[config.mk]
export PLATFORM = sky130hd
export DESIGN_NAME = scl_clkgen
export DESIGN_NICKNAME = d
export VERILOG_FILES = /design/src/rtl/scl_gen_pkg.sv /design/src/rtl/scl_sync.sv /design/src/rtl/scl_period_cnt.sv /design/src/rtl/scl_stretch_mon.sv /design/src/rtl/scl_clkgen.sv
export SDC_FILE = /design/constraint.sdc
export NUM_CORES = 1
export LEC_CHECK = 0
export ABC_AREA = 0
export BUFFER_PORTS_ARGS = -buffer_cell sky130_fd_sc_hd__buf_2
export CORE_MARGIN = 5
export CORE_UTILIZATION = 50
export DETAILED_ROUTE_END_ITERATION = 16
export PLACE_DENSITY = 0.73
export SLEW_MARGIN = 20
export SYNTH_ARGS = -nofsm -noshare
export SYNTH_HDL_FRONTEND = slang
export SYNTH_SLANG_ARGS = --single-unit
[constraint.sdc]
create_clock -name clk_i -period 2.7 [get_ports clk_i]
set_input_delay 0.135 -clock clk_i [delete_from_list [all_inputs] [get_ports clk_i]]
set_output_delay 0.135 -clock clk_i [all_outputs]
set_load 0.01 [all_outputs]
[src/rtl/scl_gen_pkg.sv]
package scl_gen_pkg;
  typedef enum logic [1:0] {
    ST_IDLE = 2'd0,
    ST_LOW  = 2'd1,
    ST_WAIT = 2'd2,
    ST_HIGH = 2'd3
  } scl_st_e;

  // smallest programmed values, giving 5-cycle low and 3-cycle high phases
  localparam int unsigned MIN_LOW_CNT  = 4;
  localparam int unsigned MIN_HIGH_CNT = 2;
endpackage

[src/rtl/scl_sync.sv]
module scl_sync #(
  parameter int   STAGES  = 2,
  parameter logic RST_VAL = 1'b1
) (
  input  logic clk_i,
  input  logic rst_ni,
  input  logic d_i,
  output logic q_o
);
  logic [STAGES-1:0] ff_q;

  generate
    if (STAGES == 1) begin : g_single
      always_ff @(posedge clk_i or negedge rst_ni)
        if (!rst_ni) ff_q <= RST_VAL;
        else         ff_q <= d_i;
    end else begin : g_chain
      always_ff @(posedge clk_i or negedge rst_ni)
        if (!rst_ni) ff_q <= {STAGES{RST_VAL}};
        else         ff_q <= {ff_q[STAGES-2:0], d_i};
    end
  endgenerate

  assign q_o = ff_q[STAGES-1];
endmodule

[src/rtl/scl_period_cnt.sv]
module scl_period_cnt #(
  parameter int W = 8
) (
  input  logic         clk_i,
  input  logic         rst_ni,
  input  logic         clr_i,
  input  logic         load_i,
  input  logic [W-1:0] val_i,
  output logic         zero_o
);
  logic [W-1:0] cnt_q;

  always_ff @(posedge clk_i or negedge rst_ni)
    if (!rst_ni)            cnt_q <= '0;
    else if (clr_i)         cnt_q <= '0;
    else if (load_i)        cnt_q <= val_i;
    else if (cnt_q != '0)   cnt_q <= cnt_q - 1'b1;

  assign zero_o = (cnt_q == '0);


  cnt_load_chk: assert property (@(posedge clk_i) disable iff (!rst_ni)
    (load_i && !clr_i) |=> (zero_o == ($past(val_i) == '0)));
endmodule

[src/rtl/scl_stretch_mon.sv]
module scl_stretch_mon #(
  parameter int W = 16
) (
  input  logic         clk_i,
  input  logic         rst_ni,
  input  logic         wait_low_i,
  input  logic [W-1:0] lim_i,
  output logic         to_o
);
  logic [W-1:0] wcnt_q;

  always_ff @(posedge clk_i or negedge rst_ni)
    if (!rst_ni)              wcnt_q <= '0;
    else if (!wait_low_i)     wcnt_q <= '0;
    else if (wcnt_q != '1)    wcnt_q <= wcnt_q + 1'b1;

  assign to_o = wait_low_i && (wcnt_q >= lim_i);


  to_hold_chk: assert property (@(posedge clk_i) disable iff (!rst_ni)
    (to_o && wait_low_i && $stable(lim_i)) |=> (to_o || !wait_low_i));
endmodule

[src/rtl/scl_clkgen.sv]
module scl_clkgen
  import scl_gen_pkg::*;
#(
  parameter int CNT_W       = 8,
  parameter int LIM_W       = 16,
  parameter int SYNC_STAGES = 2
) (
  input  logic             clk_i,
  input  logic             rst_ni,
  input  logic             en_i,
  input  logic             master_i,
  input  logic             run_i,
  input  logic [CNT_W-1:0] high_cnt_i,
  input  logic [CNT_W-1:0] low_cnt_i,
  input  logic [LIM_W-1:0] stretch_lim_i,
  input  logic             scl_sense_i,
  output logic             scl_pull_o,
  output logic             fall_stb_o,
  output logic             rise_stb_o,
  output logic             stretch_to_o
);
  localparam logic [CNT_W-1:0] LOW_MIN  = CNT_W'(MIN_LOW_CNT);
  localparam logic [CNT_W-1:0] HIGH_MIN = CNT_W'(MIN_HIGH_CNT);

  scl_st_e          state_q, state_d;
  logic             pull_q, fall_q, rise_q;
  logic             fall_d, rise_d;
  logic             active, sync_hi, cnt_zero, cnt_load, wait_low;
  logic [CNT_W-1:0] load_val, low_eff, high_eff;

  assign active   = en_i && master_i;
  assign low_eff  = (low_cnt_i  < LOW_MIN)  ? LOW_MIN  : low_cnt_i;
  assign high_eff = (high_cnt_i < HIGH_MIN) ? HIGH_MIN : high_cnt_i;
  assign wait_low = (state_q == ST_WAIT) && !sync_hi;

  scl_sync #(.STAGES(SYNC_STAGES), .RST_VAL(1'b1)) u_sync (
    .clk_i (clk_i),
    .rst_ni(rst_ni),
    .d_i   (scl_sense_i),
    .q_o   (sync_hi)
  );

  scl_period_cnt #(.W(CNT_W)) u_cnt (
    .clk_i (clk_i),
    .rst_ni(rst_ni),
    .clr_i (!active),
    .load_i(cnt_load),
    .val_i (load_val),
    .zero_o(cnt_zero)
  );

  scl_stretch_mon #(.W(LIM_W)) u_mon (
    .clk_i     (clk_i),
    .rst_ni    (rst_ni),
    .wait_low_i(wait_low),
    .lim_i     (stretch_lim_i),
    .to_o      (stretch_to_o)
  );

  always_comb begin
    state_d  = state_q;
    cnt_load = 1'b0;
    load_val = low_eff;
    fall_d   = 1'b0;
    rise_d   = 1'b0;
    if (!active) begin
      state_d = ST_IDLE;
    end else begin
      unique case (state_q)
        ST_IDLE: if (run_i) begin
          state_d  = ST_LOW;
          cnt_load = 1'b1;
          fall_d   = 1'b1;
        end
        // hold low until released by run_i
        ST_LOW: if (cnt_zero && run_i) state_d = ST_WAIT;
        // detection cycle counts as first high cycle
        ST_WAIT: if (sync_hi) begin
          state_d  = ST_HIGH;
          cnt_load = 1'b1;
          load_val = high_eff - 1'b1;
          rise_d   = 1'b1;
        end
        ST_HIGH: if (cnt_zero) begin
          state_d  = ST_LOW;
          cnt_load = 1'b1;
          fall_d   = 1'b1;
        end
        default: state_d = ST_IDLE;
      endcase
    end
  end

  always_ff @(posedge clk_i or negedge rst_ni)
    if (!rst_ni) begin
      state_q <= ST_IDLE;
      pull_q  <= 1'b0;
      fall_q  <= 1'b0;
      rise_q  <= 1'b0;
    end else begin
      state_q <= state_d;
      pull_q  <= (state_d == ST_LOW);
      fall_q  <= fall_d;
      rise_q  <= rise_d;
    end

  assign scl_pull_o = pull_q;
  assign fall_stb_o = fall_q;
  assign rise_stb_o = rise_q;


  dis_release_chk: assert property (@(posedge clk_i) disable iff (!rst_ni)
    !active |=> !pull_q);

  low_end_chk: assert property (@(posedge clk_i) disable iff (!rst_ni)
    ($fell(pull_q) && $past(active)) |-> $past(cnt_zero));

  high_end_chk: assert property (@(posedge clk_i) disable iff (!rst_ni)
    ($rose(pull_q) && $past(state_q) == ST_HIGH) |-> $past(cnt_zero));

  wait_sense_chk: assert property (@(posedge clk_i) disable iff (!rst_ni)
    (state_q == ST_HIGH && $past(state_q) == ST_WAIT) |-> $past(sync_hi));

  fall_stb_chk: assert property (@(posedge clk_i) disable iff (!rst_ni)
    $rose(pull_q) |-> fall_q);

  rise_stb_chk: assert property (@(posedge clk_i) disable iff (!rst_ni)
    rise_q |-> !pull_q);
endmodule

==> Yosys cells after proc, flatten, opt, wreduce, memory -nomap -nowiden <==
Cells that the tools add are included.
{ "word_totals": {"reg_bits": 31, "in_bits": 38, "out_inout_bits": 4, "wordCells": 52} }
{ "classes": {"add_sub_neg": 3, "n_lt_le_gt_ge": 3, "n_eq_ne": 7, "n_mux": 24, "n_reduce_logical": 8} }
{ "op_table": {"columns": ["op", "n"], "rows": [
  ["$mux W8", 7],
  ["$mux W16", 2],
  ["$add A16 B1 Y16 const B", 1],
  ["$ge A16 B16 Y1", 1],
  ["$ne A16 B16 Y1 const B", 1],
  ["$sub A8 B1 Y8 const B", 2],
  ["$mux W2", 5],
  ["$logic_not A8 Y1", 1],
  ["$lt A8 B2 Y1 const B", 1],
  ["$lt A8 B3 Y1 const B", 1],
  ["$pmux W2 S4", 1],
  ["$reduce_bool A8 Y1", 1],
  ["$mux W1", 7],
  ["$eq A2 B1 Y1 const B", 2],
  ["$eq A2 B2 Y1 const B", 2],
  ["$logic_and A1 B1 Y1", 4],
  ["$ne A3 B1 Y1 const B", 1],
  ["$pmux W1 S3", 1],
  ["$logic_not A2 Y1", 1],
  ["$ne A2 B2 Y1 const B", 1],
  ["$pmux W1 S2", 1],
  ["$logic_not A1 Y1", 1]
]} }

==> Depth between registers and ports, before layout <==
Gate-level depths: netlist of run 1.
{ "depth": {"ltp_word": 7, "depth_mapped": 9, "mapped_depth_nobuf": 9} }

==> Hierarchy <==
Synthesis of run 1 repeated with hierarchy kept, for this count alone.
{ "unflattened": {"hier_cells": 269, "hier_area_um2": 2351.0} }
{ "by_module_without_submodules": {"columns": ["module", "n_inst", "cells_per_inst", "area_per_inst_um2", "seq_area_each_um2"], "rows": [
  ["scl_stretch_mon", 1, 140, 1241.2, 400.4],
  ["scl_clkgen", 1, 74, 548.0, 125.1],
  ["scl_period_cnt", 1, 53, 509.2, 200.2],
  ["scl_sync", 1, 2, 52.6, 52.6]
]} }

==> Worst setup path after synthesis of run 1 <==
Ideal clock, no wire load.
{ "synth_path": {"path_kind": "input port to flip-flop", "from": "input port high_cnt_i[5]", "to": "register u_cnt.cnt_q[4]", "setup_time_ps": 129, "arrival_ps": 1672, "required_ps": 2571, "path_slack_ps": 900, "stages": 9, "n_path_buf": 0, "path_cell_list": "nor4_1 > nand2_1 > o21ai_0 > ha_1 > nor3b_1 > xnor2_1 > nor2_1 > a21oi_1 > o32ai_1"} }
{ "synth_between": {"elab_chain_cells": 7} }
{ "synth_lines": {"columns": ["element", "line_no", "source"], "rows": [
  ["from (decl)", "scl_clkgen.sv:13", "input logic [CNT_W-1:0] high_cnt_i,"],
  ["$lt A8 B2 Y1", "scl_clkgen.sv:33", "assign high_eff = (high_cnt_i < HIGH_MIN) ? HIGH_MIN : high_cnt_i;"],
  ["$mux W8", "scl_clkgen.sv:33", null],
  ["$sub A8 B1 Y8", "scl_clkgen.sv:81", "load_val = high_eff - 1'b1;"],
  ["$mux W8", "scl_clkgen.sv:78", "ST_WAIT: if (sync_hi) begin"],
  ["$mux W8", "scl_clkgen.sv:69", "unique case (state_q)"],
  ["$mux W8", "scl_period_cnt.sv:16", "else if (load_i) cnt_q <= val_i;"],
  ["$mux W8", "scl_period_cnt.sv:15", "else if (clr_i) cnt_q <= '0;"],
  ["to (signal assigned)", "scl_period_cnt.sv:16", null],
  ["to (signal assigned)", "scl_period_cnt.sv:17", "else if (cnt_q != '0) cnt_q <= cnt_q - 1'b1;"],
  ["to (decl)", "scl_period_cnt.sv:11", "logic [W-1:0] cnt_q;"]
]} }
No other way between the ends.
A chain may end at the register's enable or synchronous reset.

==> Final worst setup path of run 1 <==
{ "layout_path": {"from": "register u_mon.wcnt_q[10]", "to": "output port stretch_to_o"} }
{ "layout_between": {"elab_chain_cells": 2} }
{ "layout_lines": {"columns": ["element", "line_no", "source"], "rows": [
  ["from (decl)", "scl_stretch_mon.sv:10", "logic [W-1:0] wcnt_q;"],
  ["from (signal assigned)", "scl_stretch_mon.sv:15", "else if (wcnt_q != '1) wcnt_q <= wcnt_q + 1'b1;"],
  ["$ge A16 B16 Y1", "scl_stretch_mon.sv:17", "assign to_o = wait_low_i && (wcnt_q >= lim_i);"],
  ["$logic_and A1 B1 Y1", "scl_stretch_mon.sv:17", null],
  ["to (decl)", "scl_clkgen.sv:20", "output logic stretch_to_o"]
]} }
No other way between the ends.

==> results of run 1 <==
## critical path, delay by kind of cell, from the launching register on
kind	cells	cell delay (ns)
AOI/OAI and AO/OA	4	0.62
DFF	1	0.44
buffers and inverters	1	0.16
and+or+nand+nor	1	0.39
adders and majority gates	1	0.31
## where the power goes
group | internal, uW | total [uW] | switching (uW)
clock | 180 | 345 | 165
combinational | 127 | 277 | 150
sequential | 485 | 509 | 24.3
total | 792 | 1130 | 339
## per-layer routing
metal | wire length (um) | track usage, % | vias up
li1 | - | - | 1042
met1 | 2298 | 21.35 | 949
met2 | 2385 | 30.22 | 39
met3 | 194 | 4.422 | 6
met4 | 58 | 5.155 | 0
met5 | 0 | 0 | -
## sequential cells by signal, summed over array words and instances, names as in the netlist
register and flops:
fall_stb_o 1, rise_stb_o 1, state_q 2, u_mon.wcnt_q 16, u_cnt.cnt_q 8, u_sync.ff_q 2, scl_pull_o 1
## logic make-up (layout without fill, tap and decap cells)
logic type,Yosys count,in the layout
xor+xnor,18,18
mux,2,2
flops,31,31
buf+inv,26,73
simple gates,99,99
fa+ha+maj,25,25
compound gates,62,62
## layout by cell type, fill, tap and decap left out, types with 4 or more instances in the layout
master     netlist  final
and2_1           4      4
inv_1           22     22
buf_2            0     41
dfrtp_1         29     29
o21ai_0         14     14
xnor2_1         10     10
nor3_1           6      6
a31oi_1          4      4
xor2_1           8      8
clkbuf_8         0      5
o2111ai_1        4      4
nand3_1          6      6
a21oi_1         12     12
nor2_1          25     25
nand4_1          5      5
ha_1            25     25
a211oi_1         6      6
nand2_1         25     25
## layout make-up
class | instances | area [um^2] | share of cell area, %
inverters | 22 | 82.58 | 3.037
flip-flops and latches | 31 | 778.2 | 28.62
multi-input cells | 206 | 1484 | 54.58
repair buffers | 43 | 225.2 | 8.283
clock inverters | 1 | 5.005 | 0.1841
clock buffers | 7 | 76.32 | 2.807
well taps | 54 | 67.56 | 2.485
## through the flow
| step | cells | hold slack [ns] | worst slack, ns | area (um^2) | power, uW |
|---|---|---|---|---|---|
| 3_5_place_dp | 354 | 0.2119 | 0.5751 | 2618 | 791.4 |
| 6_report | 364 | 0.1417 | 0.3551 | 2719 | 1132 |
| 5_1_grt | 364 | 0.1647 | 0.1581 | 2719 | 1206 |
| 2_1_floorplan | 263 | -0.1606 | 0.8995 | 2371 | 711.8 |
| 4_1_cts | 364 | 0.1402 | 0.3288 | 2719 | 1144 |
| 3_3_place_gp | 354 | 0.2123 | 0.6335 | 2618 | 787.9 |
## how the worst max path moves through the flow
stage,from,end,cells after the start
floorplan,high_cnt_i[5],u_cnt.cnt_q[4],9
global placement,high_cnt_i[4],u_cnt.cnt_q[4],10
detailed placement,high_cnt_i[4],u_cnt.cnt_q[4],10
CTS,u_mon.wcnt_q[10],stretch_to_o,7
global route,u_mon.wcnt_q[0],stretch_to_o,8
finish,u_mon.wcnt_q[10],stretch_to_o,7
==> results by group, run 1 <==
Detailed routing
  • Post-route ant nets: 0
  • Routed Wire Length: 4935 um
  • DR DRC count: 0
  • Drt wl/cell: 13.56 um
  • Vias/cell: 5.593
  • DR vias: 2036
  • Initial DRT Pass Iterations: 4
  • Starting DRC count in detailed routing: 109

Synthesis
  • Asr flop ratio synth: 100.0%
  • Syn Inst Count: 263
  • Post-synthesis xor/xnor area fraction: 6.649%
  • Biggest area consumer among synthesized cells: dfrtp_1
  • Yosys reg bits: 31
  • Multiplexer area fraction after synthesis: 0.8971%
  • Mapped cell area: 2371 um^2
  • Sequential-to-total area share from yosys stat: 32.82%
  • Simple logic cell fraction of the synthesized area: 23.17%
  • Ys flop type: dfrtp_1
  • Syn. warnings: 0
  • Cell variety after synth: 55
  • Adder-cell share of the synthesized area: 13.19%
  • Synth top area share: 30.61%
  • Commonest cells in the netlist: dfrtp_1, ha_1, nand2_1, nor2_1, inv_1
  • Post-synth EDFFs: 0
  • Largest family of logic cells by synthesized area: simple AND/OR/NAND/NOR gates
  • Complex-gate fraction of the synthesized area: 18.68%
  • Count leader, synth: dfrtp_1
  • Syn Nets: 326
  • Largest cells by area after synthesis: dfrtp_1, ha_1, nand2_1
  • Avg Inst Size Synth: 9.015 um^2

Worst hold path
  • Worst hold-check path type: primary input to register
  • Worst Hold Path EP: u_cnt.cnt_q[0]
  • Worst hold start: low_cnt_i[0]
  • Hold path depth: 3

Global routing
  • Total grt overflow: 0
  • First-pass GRT wire length: 8687 um
  • Initial antenna violation count: 0
  • GRT Overall Usage: 17.43%
  • Via count of the first global-routing pass: 2010
  • Largest net degree at the start of global routing: 32

Timing
  • FMAX: 426.4 MHz
  • Clk_skew: 0.002955 ns
  • Period utilization: 86.85%
  • Final setup TNS: 0 ns
  • Setup Viol. Count Final: 0
  • Final Max Tran Viols: 0
  • Least-Margin Pin Slew: 0.6689 ns
  • Slew Limit Headroom: 55.41%
  • Final Hold Fails: 0
  • Min Tclk post-route: 2.345 ns
  • RSZ-0062 raised after global routing: false

Worst setup path
  • Worst Path Arrival: 2.21 ns
  • Critical-path maximum fanout: 5
  • CP Data Required Time: 2.57 ns
  • Reg2reg start: u_cnt.cnt_q[0]
  • CP Launch Type: register
  • Flop-to-flop setup slack: 0.64 ns
  • Worst path cell trace: ha_1 -> o2111ai_1 -> or3_1 -> a31oi_1 -> o21ai_0 -> a21oi_1 -> buf_2
  • R2r endpoint: u_cnt.cnt_q[2]
  • Critical Path Sink Type: output pin
  • Slowest stage delay, CP: 0.44 ns
  • Slowest stage cell, crit path: dfrtp_1
  • Path type of the worst setup path: register to output pin
  • Reg2reg path depth: 7

Run
  • Maxcap violations: 0

Cells and area
  • Ant. Diodes: 0
  • FILL cells: 422
  • Fraction of layout cells with a size suffix above 1: 20.00%
  • Nets: 372
  • Area Overhead vs Synth: 14.67%
  • Utilization after layout: 58.34%

Pwr
  • Power Density: 416.2 nW/um^2
  • P_leak: 0.001277 uW
  • VDD IR max: 0.4041 mV

Clocking
  • Clock Tree Root: clkbuf_8
  • CTS Buf Count: 5
  • CTS max path bufs: 2
  • Cts hold-fix bufs: 2
  • CTS Sinks: 31
  • CTS tree: done
  • Htree depth: 2
  • Post-CTS setup buffer count: 0
  • Worst-path clk slew: 0.06 ns
  • Cts repair resizes: 0
  • Worst-skew pair later-pin latency: 0.28 ns

Status
  • Status: complete, no violations

Floorplanning
  • Die ar.: 6219 um^2
  • Row count: 25
  • Starting Density: 50.87%
  • Core Area: 4661 um^2
  • Die height: 78.86 um
  • Die width: 78.86 um
  • Top-Level Pins: 42

Placement
  • Placer Congestion: 0.8541
  • DP HPWL: 3891 um
  • IO buf count: 41
No activity file was read; power rests on OpenSTA's default activity.
==> run 2: changes to the inputs <==
- PLACE_DENSITY: 0.73 -> 0.81
- clock period: 2.7 -> 2.6 ns (I/O delays scaled with it)
==> results by group, run 2 (synthesis results as in run 1) <==
Status
  • Status: complete, no violations

Worst hold path
  • Worst hold start: low_cnt_i[0]
  • Worst Hold Path EP: u_cnt.cnt_q[0]
  • Worst hold-check path type: primary input to register
  • Hold path depth: 3

Detailed routing
  • DR vias: 2010
  • Post-route ant nets: 0
  • Starting DRC count in detailed routing: 84
  • Initial DRT Pass Iterations: 5
  • Vias/cell: 5.522
  • DR DRC count: 0
  • Routed Wire Length: 4970 um
  • Drt wl/cell: 13.65 um

Cells and area
  • Leading cell type in the layout, fill and taps excluded: buf_2
  • Number of flip-flops in the largest register: 16
  • Area Overhead vs Synth: 14.67%
  • Design Area, Final: 2719 um^2
  • Ant. Diodes: 0
  • FILL cells: 424
  • Register area: 778.2 um^2
  • Commonest cells after routing, fill and taps aside: buf_2, dfrtp_1, nor2_1, nand2_1, ha_1
  • Nets: 372
  • Register bank with the most flops: u_mon.wcnt_q
  • Biggest regs: u_mon.wcnt_q x16, u_cnt.cnt_q x8
  • Footprint of the multi-input gates: 1484 um^2
  • Fraction of layout cells with a size suffix above 1: 20.00%

Worst setup path
  • Reg2reg start: u_cnt.cnt_q[0]
  • Reg2reg path depth: 7
  • Worst Path Arrival: 2.18 ns
  • R2r endpoint: u_cnt.cnt_q[2]
  • Flop-to-flop setup slack: 0.57 ns
  • Path type of the worst setup path: register to output pin
  • CP Data Required Time: 2.47 ns
  • CP Launch Type: register
  • Critical-path maximum fanout: 5
  • Critical Path Sink Type: output pin

Pwr
  • VDD IR max: 0.3488 mV
  • Power Density: 434.5 nW/um^2
  • P_leak: 0.001277 uW

Timing
  • Final Max Tran Viols: 0
  • Clk_skew: 0.003446 ns
  • FMAX: 433.0 MHz
  • Final setup TNS: 0 ns
  • Period utilization: 88.83%
  • Final Hold Fails: 0
  • Setup Viol. Count Final: 0
  • Least-Margin Pin Slew: 0.6854 ns
  • Min Tclk post-route: 2.310 ns
  • RSZ-0062 raised after global routing: false
  • Slew Limit Headroom: 54.30%

Floorplanning
  • Die height: 78.86 um
  • Die ar.: 6219 um^2
  • Core Area: 4661 um^2
  • Top-Level Pins: 42
  • Die width: 78.86 um
  • Row count: 25
  • Starting Density: 50.87%

Placement
  • Placement Cell Area: 2618 um^2
  • DP HPWL: 3949 um
  • IO buf count: 41
  • Placer Congestion: 0.7965

Clocking
  • CTS Sinks: 31
  • Cts hold-fix bufs: 2
  • Clock Tree Root: clkbuf_8
  • Worst-skew pair later-pin latency: 0.28 ns
  • Htree depth: 2
  • Post-CTS setup buffer count: 0
  • CTS tree: done
  • CTS Buf Count: 5
  • CTS max path bufs: 2
  • Worst-path clk slew: 0.07 ns
  • Cts repair resizes: 0

Global routing
  • Largest net degree at the start of global routing: 32
  • Via count of the first global-routing pass: 2091
  • Initial antenna violation count: 0
  • GRT Overall Usage: 17.71%
  • Total grt overflow: 0
  • First-pass GRT wire length: 9018 um

Run
  • Maxcap violations: 0
## run 2: report_power, final
| group | leakage [uW] | switching (uW) | total (uW) | internal (uW) |
|---|---|---|---|---|
| Clock | 0.0000422 | 176 | 364 | 188 |
| Sequential | 0.000421 | 24.7 | 528 | 503 |
| Combinational | 0.000813 | 157 | 289 | 132 |
| Total | 0.00128 | 358 | 1180 | 823 |
## run 2: critical path, stage by stage (launching register included)
cell       delay, ns
dfrtp_1         0.44
ha_1            0.31
o2111ai_1       0.14
or3_1           0.38
a31oi_1         0.21
o21ai_0         0.12
a21oi_1         0.14
buf_2           0.15
## run 2: worst max path at each step
stage                                end  slack (ns)              from
final                       stretch_to_o        0.29   u_mon.wcnt_q[8]
after global routing        stretch_to_o        0.13  u_mon.wcnt_q[10]
after CTS                   stretch_to_o        0.26  u_mon.wcnt_q[10]
after detailed placement  u_cnt.cnt_q[4]        0.49     high_cnt_i[4]
after global placement    u_cnt.cnt_q[4]        0.55     high_cnt_i[4]
after floorplan           u_cnt.cnt_q[4]        0.80     high_cnt_i[5]
## run 2: cell type report
class / count / share of cell area (%)
clock buffer: 7 / 2.807
clock inverter: 1 / 0.1841
tap: 54 / 2.485
multi-input combinational: 206 / 54.58
sequential: 31 / 28.62
inverter: 22 / 3.037
timing repair buffer: 43 / 8.283
## run 2: per-stage QoR
stage          total power (uW)  utilization, %  cells  hold WS, ns  worst slack (ns)
2_1_floorplan             739.2               -    263      -0.1656            0.8045
3_5_place_dp              820.7           56.16    354       0.2148            0.4946
3_3_place_gp              816.2           56.16    354       0.2110            0.5451
4_1_cts                    1188           58.34    364       0.1291            0.2561
5_1_grt                    1256           58.34    364       0.1530            0.1259
6_report                   1181           58.34    364       0.1298            0.2903
## run 2: routing by layer
| metal | up-vias | routed length, um | GRT usage (%) |
|---|---|---|---|
| met2 | 53 | 2449 | 30.48 |
| met4 | 0 | 37 | 4.983 |
| met1 | 914 | 2232 | 22.56 |
| li1 | 1038 | - | - |
| met5 | - | 0 | 0 |
| met3 | 5 | 251 | 3.628 |
==> run 3: changes to the inputs <==
- ABC_AREA: 0 -> 1
- PLACE_DENSITY: 0.81 -> 0.8
==> results by group, run 3 <==
Detailed routing
  • Starting DRC count in detailed routing: 145
  • Initial DRT Pass Iterations: 4
  • Drt wl/cell: 11.86 um
  • Vias/cell: 5.119
  • DR vias: 2503
  • Routed Wire Length: 5800 um
  • DR DRC count: 0
  • Post-route ant nets: 0

Pwr
  • P_leak: 0.001673 uW
  • VDD IR max: 0.2312 mV
  • Power Density: 406.9 nW/um^2

Clocking
  • CTS Buf Count: 5
  • Worst-path clk slew: 0.06 ns
  • CTS max path bufs: 2
  • Worst-skew pair later-pin latency: 0.28 ns
  • CTS tree: done
  • Htree depth: 2
  • Post-CTS setup buffer count: 0
  • Clock Tree Root: clkbuf_8
  • CTS Sinks: 31

Cells and area
  • Fraction of layout cells with a size suffix above 1: 18.62%
  • Nets: 481
  • Register bank with the most flops: u_mon.wcnt_q
  • Utilization after layout: 58.53%
  • Number of flip-flops in the largest register: 16
  • Leading cell type in the layout, fill and taps excluded: nand2_1
  • Area Overhead vs Synth: 14.74%
  • Commonest cells after routing, fill and taps aside: nand2_1, inv_1, buf_2, nor2_1, dfrtp_1
  • Biggest regs: u_mon.wcnt_q x16, u_cnt.cnt_q x8
  • Ant. Diodes: 0

Synthesis
  • Avg Inst Size Synth: 6.997 um^2
  • Asr flop ratio synth: 100.0%
  • Biggest area consumer among synthesized cells: dfrtp_1
  • Synth top area share: 28.03%
  • Post-synth EDFFs: 0
  • Syn Inst Count: 370
  • Count leader, synth: nand2_1
  • Syn. warnings: 0
  • Sequential-to-total area share from yosys stat: 30.06%
  • Mapped cell area: 2589 um^2
  • Commonest cells in the netlist: nand2_1, inv_1, nor2_1, dfrtp_1, nand3_1
  • Cell variety after synth: 38
  • Syn Nets: 433
  • Largest cells by area after synthesis: dfrtp_1, nand2_1, ha_1
  • Yosys reg bits: 31
  • Ys flop type: dfrtp_1

Placement
  • IO buf count: 41
  • DP HPWL: 4736 um
  • Placer Congestion: 0.8930

Timing
  • Final Hold Fails: 0
  • Period utilization: 77.05%
  • Final setup TNS: 0 ns
  • FMAX: 499.2 MHz
  • Least-Margin Pin Slew: 0.6835 ns
  • RSZ-0062 raised after global routing: false
  • Clk_skew: 0.004898 ns
  • Min Tclk post-route: 2.003 ns
  • Final Max Tran Viols: 0
  • Slew Limit Headroom: 54.44%
  • Setup Viol. Count Final: 0

Status
  • Status: complete, no violations

Worst setup path
  • Critical Path Sink Type: output pin
  • CP Data Required Time: 2.47 ns
  • Critical-path maximum fanout: 9
  • CP Launch Type: register
  • Worst Path Arrival: 1.87 ns
  • Path type of the worst setup path: register to output pin

Floorplanning
  • Row count: 26
  • Starting Density: 51.01%
  • Top-Level Pins: 42
  • Die width: 81.96 um
  • Die height: 81.96 um
  • Die ar.: 6717 um^2
  • Core Area: 5075 um^2

Global routing
  • First-pass GRT wire length: 10270 um
  • Via count of the first global-routing pass: 2393
  • GRT Overall Usage: 19.36%
  • Total grt overflow: 0
  • Largest net degree at the start of global routing: 32
  • Initial antenna violation count: 0

Run
  • Maxcap violations: 0

Worst hold path
  • Worst hold-check path type: primary input to register
==> run 3: logic make-up (layout without fill, tap and decap cells) <==
logic type,after synthesis,count (layout),share of synthesized area [%]
compound gates,49,49,11.02
xor+xnor,7,7,2.368
fa+ha+maj,25,25,12.08
buf+inv,71,120,10.63
flops,31,31,30.06
simple gates,187,187,33.83
==> run 3: final timing paths <==
| check | end | start | depth (start not counted) | slack, ns |
|---|---|---|---|---|
| min reg2reg | u_sync.ff_q[1] | u_sync.ff_q[0] | 0 | 0.36 |
| min | state_q[1] | run_i | 4 | 0.19 |
| max in group asynchronous | u_mon.wcnt_q[1] | rst_ni | 2 | 1.73 |
| min in group asynchronous | u_cnt.cnt_q[4] | rst_ni | 2 | 0.43 |
| max | stretch_to_o | state_q[0] | 8 | 0.60 |
| max reg2reg | u_mon.wcnt_q[3] | state_q[0] | 8 | 0.76 |
==> run 3: repair_timing <==
action	4_1_cts	5_1_grt
hold buffers	2	0
endpoints found under the hold margin	30	0
gates resized for setup	0	0
endpoints found under the setup margin	0	0
==> run 3: per-layer routing <==
layer	global-route usage, %	share of wire, %
met1	24.88	45
met2	31.42	46
met5	0	0
met4	7.309	2.2
met3	4.605	6.7
==> run 3: metrics by stage <==
stage | cell area, um^2 | worst slack, ns | hold WS [ns] | total power, uW | cells
floorplan | 2589 | 1.067 | -0.1656 | 766.6 | 370
global placement | 2869 | 0.8597 | 0.2178 | 848.2 | 479
detailed placement | 2869 | 0.7734 | 0.2136 | 857.7 | 479
CTS | 2970 | 0.5738 | 0.1725 | 1220 | 489
global route | 2970 | 0.4266 | 0.2110 | 1303 | 489
finish | 2970 | 0.5968 | 0.1904 | 1209 | 489
==> run 3: layout make-up <==
cell class                 instances  area [um^2]
inverter                          68        255.2
clock inverter                     1        5.005
tap                               70        87.58
sequential                        31        778.2
fill                             486         2105
multi-input combinational        268         1535
timing repair buffer              44        232.7
clock buffer                       7        76.32
==> run 3: where the power goes <==
| part | total [uW] | leakage (uW) | internal, uW | switching (uW) |
|---|---|---|---|---|
| clock | 355 | 0.0000422 | 187 | 168 |
| combinational | 331 | 0.00121 | 126 | 205 |
| sequential | 522 | 0.000421 | 507 | 14.7 |
| total | 1210 | 0.00167 | 821 | 388 |
==> run 3: critical path: stages (launching register included) <==
cell     delay (ns)
dfrtp_1        0.42
inv_1          0.12
ha_1           0.20
inv_2          0.05
nor2_1         0.33
buf_4          0.25
nand2_1        0.07
inv_1          0.04
buf_2          0.12
